### src/rtl/uart_rx_brkdet_pkg.sv
package uart_rx_brkdet_pkg;

  typedef struct packed {
    logic       brk;
    logic       ferr;
    logic [7:0] data;
  } rx_entry_t;

  typedef enum logic [2:0] {
    S_IDLE, S_START, S_DATA, S_STOP, S_HOLD
  } rx_state_t;

  // number of data bits selected by the length code
  function automatic logic [3:0] char_bits(input logic [1:0] code);
    return 4'd5 + {2'b00, code};
  endfunction

  // a break: every data bit zero and the stop position low
  function automatic logic is_break(input logic [7:0] d, input logic stop);
    return (d == 8'h00) && !stop;
  endfunction

endpackage

### src/rtl/uart_rx_brkdet_sampler.sv
module uart_rx_brkdet_sampler
  import uart_rx_brkdet_pkg::*;
#(
  parameter int OVS        = 16,
  parameter int MARK_TICKS = OVS / 2
) (
  input  logic       clk,
  input  logic       rst_n,
  input  logic       rxd,
  input  logic       tick,
  input  logic [1:0] len_code,
  output logic       ev_char_done,
  output logic       ev_brk_start,
  output logic       ev_brk_end,
  output rx_entry_t  char_entry,
  output logic       in_hold
);
  localparam int TW = $clog2(OVS);
  localparam int MW = $clog2(MARK_TICKS + 1);
  localparam logic [TW-1:0] T_MID  = TW'(OVS / 2 - 1);
  localparam logic [TW-1:0] T_LAST = TW'(OVS - 1);
  localparam logic [MW-1:0] M_LAST = MW'(MARK_TICKS - 1);

  logic [1:0]    sync;
  logic          rx_s;
  rx_state_t     state;
  logic [TW-1:0] tcnt;
  logic [2:0]    bidx;
  logic [7:0]    shreg;
  logic [MW-1:0] mark;
  logic          last_bit;

  assign rx_s     = sync[1];
  assign in_hold  = (state == S_HOLD);
  assign last_bit = ({1'b0, bidx} == (char_bits(len_code) - 4'd1));

  always_ff @(posedge clk or negedge rst_n) begin
    if (!rst_n) sync <= 2'b11;
    else        sync <= {sync[0], rxd};
  end

  always_ff @(posedge clk or negedge rst_n) begin
    if (!rst_n) begin
      state        <= S_IDLE;
      tcnt         <= '0;
      bidx         <= '0;
      shreg        <= '0;
      mark         <= '0;
      ev_char_done <= 1'b0;
      ev_brk_start <= 1'b0;
      ev_brk_end   <= 1'b0;
      char_entry   <= '0;
    end else begin
      ev_char_done <= 1'b0;
      ev_brk_start <= 1'b0;
      ev_brk_end   <= 1'b0;
      if (tick) begin
        case (state)
          S_IDLE: begin
            if (!rx_s) begin
              state <= S_START;
              tcnt  <= '0;
            end
          end
          S_START: begin
            if (tcnt == T_MID) begin
              tcnt <= '0;
              if (!rx_s) begin
                state <= S_DATA;
                bidx  <= '0;
                shreg <= '0;
              end else begin
                state <= S_IDLE;
              end
            end else begin
              tcnt <= tcnt + 1'b1;
            end
          end
          S_DATA: begin
            if (tcnt == T_LAST) begin
              tcnt        <= '0;
              shreg[bidx] <= rx_s;
              if (last_bit) state <= S_STOP;
              else          bidx  <= bidx + 3'd1;
            end else begin
              tcnt <= tcnt + 1'b1;
            end
          end
          S_STOP: begin
            if (tcnt == T_LAST) begin
              tcnt            <= '0;
              ev_char_done    <= 1'b1;
              char_entry.data <= shreg;
              char_entry.ferr <= !rx_s;
              char_entry.brk  <= is_break(shreg, rx_s);
              if (is_break(shreg, rx_s)) begin
                ev_brk_start <= 1'b1;
                state        <= S_HOLD;
                mark         <= '0;
              end else begin
                state <= S_IDLE;
              end
            end else begin
              tcnt <= tcnt + 1'b1;
            end
          end
          S_HOLD: begin
            if (rx_s) begin
              if (mark == M_LAST) begin
                ev_brk_end <= 1'b1;
                state      <= S_IDLE;
                mark       <= '0;
              end else begin
                mark <= mark + 1'b1;
              end
            end else begin
              mark <= '0;
            end
          end
          default: state <= S_IDLE;
        endcase
      end
    end
  end
endmodule

### src/rtl/uart_rx_brkdet_fifo.sv
module uart_rx_brkdet_fifo #(
  parameter int DEPTH = 8,
  parameter int W     = 10
) (
  input  logic                       clk,
  input  logic                       rst_n,
  input  logic                       push,
  input  logic [W-1:0]               din,
  input  logic                       pop,
  output logic [W-1:0]               dout,
  output logic [$clog2(DEPTH+1)-1:0] count
);
  localparam int AW = (DEPTH > 1) ? $clog2(DEPTH) : 1;
  localparam int CW = $clog2(DEPTH + 1);

  logic [W-1:0]  mem [DEPTH];
  logic [AW-1:0] wp, rp;
  logic          do_push, do_pop;

  function automatic logic [AW-1:0] next_ptr(input logic [AW-1:0] p);
    return (p == AW'(DEPTH - 1)) ? '0 : p + 1'b1;
  endfunction

  assign do_push = push && (count != CW'(DEPTH));
  assign do_pop  = pop && (count != '0);
  assign dout    = mem[rp];

  always_ff @(posedge clk) begin
    if (do_push) mem[wp] <= din;
  end

  always_ff @(posedge clk or negedge rst_n) begin
    if (!rst_n) begin
      wp    <= '0;
      rp    <= '0;
      count <= '0;
    end else begin
      if (do_push) wp <= next_ptr(wp);
      if (do_pop)  rp <= next_ptr(rp);
      case ({do_push, do_pop})
        2'b10:   count <= count + 1'b1;
        2'b01:   count <= count - 1'b1;
        default: count <= count;
      endcase
    end
  end
endmodule

### src/rtl/uart_rx_brkdet_status.sv
module uart_rx_brkdet_status (
  input  logic       clk,
  input  logic       rst_n,
  input  logic       char_done,
  input  logic       char_brk,
  input  logic       char_ferr,
  input  logic       q_full,
  input  logic       q_empty,
  input  logic       brk_start,
  input  logic       brk_end,
  input  logic       clr_err,
  input  logic       clr_chg,
  output logic [7:0] status,
  output logic       brk_chg
);
  logic brk_r, ferr_r, ovr_r;

  always_ff @(posedge clk or negedge rst_n) begin
    if (!rst_n) begin
      brk_r   <= 1'b0;
      ferr_r  <= 1'b0;
      ovr_r   <= 1'b0;
      brk_chg <= 1'b0;
    end else begin
      if (clr_err) begin
        brk_r  <= 1'b0;
        ferr_r <= 1'b0;
        ovr_r  <= 1'b0;
      end
      if (char_done) begin
        if (char_brk)  brk_r  <= 1'b1;
        if (char_ferr) ferr_r <= 1'b1;
        if (q_full)    ovr_r  <= 1'b1;
      end
      if (clr_chg)               brk_chg <= 1'b0;
      if (brk_start || brk_end)  brk_chg <= 1'b1;
    end
  end

  assign status = {brk_r, ferr_r, 1'b0, ovr_r, 1'b0, 1'b0, q_full, !q_empty};
endmodule

### src/rtl/uart_rx_brkdet.sv
module uart_rx_brkdet
  import uart_rx_brkdet_pkg::*;
#(
  parameter int OVS        = 16,
  parameter int MARK_TICKS = OVS / 2,
  parameter int DEPTH      = 8
) (
  input  logic       clk,
  input  logic       rst_n,
  input  logic       rxd,
  input  logic       tick16,
  input  logic [1:0] char_len,
  input  logic       cmd_clr_err,
  input  logic       cmd_clr_brk_chg,
  input  logic       rd_en,
  output logic [7:0] rd_data,
  output logic       rd_brk,
  output logic       rd_ferr,
  output logic [7:0] status,
  output logic       brk_chg
);
  localparam int CW = $clog2(DEPTH + 1);
  localparam int EW = $bits(rx_entry_t);

  logic          ev_char_done, ev_brk_start, ev_brk_end, in_hold;
  rx_entry_t     char_entry, head;
  logic [CW-1:0] fifo_count;
  logic          q_full, q_empty;

  uart_rx_brkdet_sampler #(.OVS(OVS), .MARK_TICKS(MARK_TICKS)) u_sampler (
    .clk(clk), .rst_n(rst_n), .rxd(rxd), .tick(tick16), .len_code(char_len),
    .ev_char_done(ev_char_done), .ev_brk_start(ev_brk_start),
    .ev_brk_end(ev_brk_end), .char_entry(char_entry), .in_hold(in_hold)
  );

  uart_rx_brkdet_fifo #(.DEPTH(DEPTH), .W(EW)) u_fifo (
    .clk(clk), .rst_n(rst_n), .push(ev_char_done), .din(char_entry),
    .pop(rd_en), .dout(head), .count(fifo_count)
  );

  assign q_full  = (fifo_count == CW'(DEPTH));
  assign q_empty = (fifo_count == '0);

  uart_rx_brkdet_status u_status (
    .clk(clk), .rst_n(rst_n), .char_done(ev_char_done),
    .char_brk(char_entry.brk), .char_ferr(char_entry.ferr),
    .q_full(q_full), .q_empty(q_empty),
    .brk_start(ev_brk_start), .brk_end(ev_brk_end),
    .clr_err(cmd_clr_err), .clr_chg(cmd_clr_brk_chg),
    .status(status), .brk_chg(brk_chg)
  );

  assign rd_data = head.data;
  assign rd_brk  = head.brk;
  assign rd_ferr = head.ferr;
endmodule

### config.mk
export PLATFORM = sky130hd
export DESIGN_NAME = uart_rx_brkdet
export DESIGN_NICKNAME = d
export VERILOG_FILES = /design/src/rtl/uart_rx_brkdet_pkg.sv /design/src/rtl/uart_rx_brkdet_sampler.sv /design/src/rtl/uart_rx_brkdet_fifo.sv /design/src/rtl/uart_rx_brkdet_status.sv /design/src/rtl/uart_rx_brkdet.sv
export SDC_FILE = /design/constraint.sdc
export NUM_CORES = 1
export LEC_CHECK = 0
export ABC_AREA = 1
export BUFFER_PORTS_ARGS = -buffer_cell sky130_fd_sc_hd__buf_2
export CAP_MARGIN = 5
export CORE_MARGIN = 2
export CORE_UTILIZATION = 66
export DETAILED_ROUTE_END_ITERATION = 6
export PLACE_DENSITY = 0.95
export SYNTH_ARGS = -nofsm -noshare
export SYNTH_HDL_FRONTEND = slang
export SYNTH_SLANG_ARGS = --single-unit
### constraint.sdc
create_clock -name clk -period 3.4 [get_ports clk]
set_input_delay 0.51 -clock clk [delete_from_list [all_inputs] [get_ports clk]]
set_output_delay 0.51 -clock clk [all_outputs]
set_load 0.1 [all_outputs]
==> metrics.md <==
| Metric | Value |
|---|---|
| Antenna diodes | `0` |
| Die Ht | `around 99 µm` |
| Status | `completed` |
| CP Max Fanout | `27` |
| Total die area | `9890 µm²` |
| Synthesis-stage register bit count | `131` |
| Min Tclk post-route | `3.142 ns` |
| Routed len/inst | `17.68 µm` |
| Final Cycle Share | `92.41%` |
| Most frequent cells after synthesis | `nand2_1 (150), edfxtp_1 (80), nor2_1 (75), dfrtp_1 (49), o21ai_0 (47)` |
| Yosys cell types | `37` |
| Clk_lat worst skew | `0.52 ns` |
| Num Clock Sinks | `131` |
| Slew Viols, Final | `0` |
| R2R setup slack | `0.89 ns` |
| Top Ports | `28` |
| DRT Pass-1 Iters | `7` |
| Final hold vios | `0` |
| Total gr overflow | `0` |
| Vias in the first global route | `4,556` |
| PortBufs | `24` |
| Peak supply drop | `1.015 mV` |
| Final #Nets | `646` |
| Total number of vias | `4,492` |
| GP Congestion | `0.9066` |
| Total wire length | `13,230 µm` |
| WHS Endpoint | `u_sampler.sync[0]$_DFF_PN1_` |
| Initial DRC Count | `322` |
| Cell accounting for the most synthesized area | `edfxtp_1` |
| DRC Markers | `0` |
| Reg-to-reg endpoint | `u_fifo.mem[3][3]$_DFFE_PP_` |
| Yosys Warn Count | `0` |
| RSZ-0062 raised after global routing | `false` |
| Worst reg2reg startpoint | `u_fifo.count[0]$_DFFE_PN0P_` |
| Fraction of layout cells with a size suffix above 1 | `12.97%` |
| Sum of negative setup slack | `0 ns` |
| Ys flop type | `edfxtp_1` |
| Hold Crit Depth | `1` |
| Pin count of the biggest net entering global routing | `52` |
| Total CTS buffers | `17` |
| Placed Cells | `716` |
| Core ar. | `8763 µm²` |
| Crit path required time | `2.89 ns` |
| Worst Hold Class | `input port to flop` |
| Non-Filler Instances | `748` |
| Ys async rst share | `38.93%` |
| Final setup fails | `0` |
| Placed instance area | `6145 µm²` |
| Synth area leaders | `edfxtp_1 (40%), dfrtp_1 (20%), nand2_1 (9.4%)` |
| Fmax | `0.3183 GHz` |
| Clock root buffer | `clkbuf_8` |
| Max Cap Violations | `0` |
| Post-synth top area share | `39.95%` |
| Antenna Nets Post-Route | `0` |
| Slew Limit Headroom | `23.35%` |
| Syn avg cell area | `9.890 µm²` |
| Most frequent cell after synthesis | `nand2_1` |
| Mapped Cells | `608` |
| Htree depth | `4` |
| CTS tree | `built` |
| FP Rows | `34` |
| Die Span X | `99.45 µm` |
| Post-CTS Setup Inserts | `0` |
| Min-delay src | `rxd` |
| Pleak | `2.877 nW` |
| Gr usage total | `28.97%` |
| Area growth from synthesis to layout | `11.32%` |
| Worst Setup Start Kind | `flop` |
| Pwr dens | `approximately 880 nW/µm²` |
| Initial antenna violation count | `0` |
| Synth Cell Area | `6013 µm²` |
| Wire length of the first global-routing pass | `roughly 22,000 µm` |
| Crit Path Category | `flop to output pin` |
| Clk_skew | `0.007762 ns` |
| Worst Setup End Kind | `output pin` |
| Final instance area | `6694 µm²` |
| Worst slew pin tran | `1.150 ns` |
| DP HPWL | `7993 µm` |
| Sequential area share after synthesis | `61.22%` |
| WP data arrival | `2.63 ns` |
| Routed vias/inst | `6.005` |
| Initial core utilization | `between 60% and 70%` |
| Reg2Reg Depth | `8` |
| Clock transition at the registers of the reported paths | `0.06 ns` |
| EDFF count, synth | `80` |
| Longest Clk Path Bufs | `2` |
power breakdown:
part	internal (mW)	switching [mW]	total, mW
registers	1.78	0.252	2.03
logic	0.504	1.64	2.14
clock network	0.975	0.714	1.69
total	3.26	2.60	5.87
sequential cells by signal (all words and copies together) (netlist names), 2 cells and up:
register              flops
u_fifo.rp                 3
u_sampler.state           3
u_fifo.mem               80
u_sampler.mark            4
u_sampler.shreg           8
u_sampler.tcnt            4
u_fifo.count              4
u_fifo.wp                 3
u_sampler.char_entry     10
u_sampler.sync            2
u_sampler.bidx            3
per-layer routing:
metal  GRT usage [%]  part of all wire [%]  wire (µm)
met1           34.04                    37       4847
met4           15.28                   4.2        555
met3           5.552                   7.0        930
met2           50.62                    52       6893
met5               0                     0          0
cell type report:
cell class	count	area (µm²)
multi-input combinational	400	1987
tap	108	135.1
fill	531	2069
clock buffer	18	417.9
sequential	131	3682
inverter	51	193.9
clock inverter	14	130.1
timing repair buffer	26	147.6
cell usage in the layout, fill, tap and decap left out, types with 5 or more instances in the layout:
cell,Yosys,routed
buf_2,4,24
clkbuf_16,0,16
clkinvlp_4,0,5
dfrtp_1,49,48
edfxtp_1,80,80
ha_1,10,10
inv_1,46,46
mux2i_1,10,10
nand2_1,150,150
nand3_1,37,37
nand4_1,21,21
nor2_1,75,75
o21ai_0,47,47
o21ai_1,5,5
o22ai_1,13,13
cell families after synthesis:
| kind of cell | synth area share (%) |
|---|---|
| muxes | 1.665 |
| adders and majority gates | 2.081 |
| other | 0.06236 |
| buffers and inverters | 5.868 |
| xor gates and xnor gates | 0.2914 |
| and+or+nand+nor | 21.74 |
| AOI/OAI and AO/OA | 7.075 |
| DFF | 61.22 |
worst max-delay path: stages, from the launching register on:
cell and delay, ns:
dfrtp_1 0.83, buf_12 0.26, nor2_1 0.06, nor2_1 0.09, o21ai_0 0.13, o21ai_0 0.14
nand2_1 0.08, nand2_1 0.08, buf_2 0.42
how the worst max path moves through the flow:
| stage | from | to | cells after the start |
|---|---|---|---|
| global route | u_fifo.rp[0]$_DFFE_PN0P_ | rd_data[5] | 8 |
| CTS | u_fifo.rp[1]$_DFFE_PN0P_ | rd_data[4] | 5 |
| global placement | u_fifo.rp[1]$_DFFE_PN0P_ | rd_data[6] | 5 |
| finish | u_fifo.rp[0]$_DFFE_PN0P_ | rd_data[4] | 8 |
| detailed placement | u_fifo.rp[1]$_DFFE_PN0P_ | rd_data[4] | 5 |
| floorplan | u_fifo.count[0]$_DFFE_PN0P_ | u_fifo.count[2]$_DFFE_PN0P_ | 12 |
stage by stage:
stage / utilization (%) / total power, mW / worst slack (ns) / hold WS [ns]
after floorplan: - / 3.780 / 0.6305 / 0.2144
after global placement: 70.12 / 4.070 / 0.8592 / 0.3468
after detailed placement: 70.12 / 4.160 / 0.6987 / 0.3482
after CTS: 76.37 / 5.865 / 0.1338 / 0.07061
after global routing: 76.38 / 6.162 / 0.09860 / 0.06578
final: 76.38 / 5.866 / 0.2579 / 0.08128
repair_timing:
item | CTS | global route
endpoints found under the setup margin | 0 | 8
hold buffers | 0 | 0
resized for setup | 0 | 1
(Power assumes the default switching activity.)
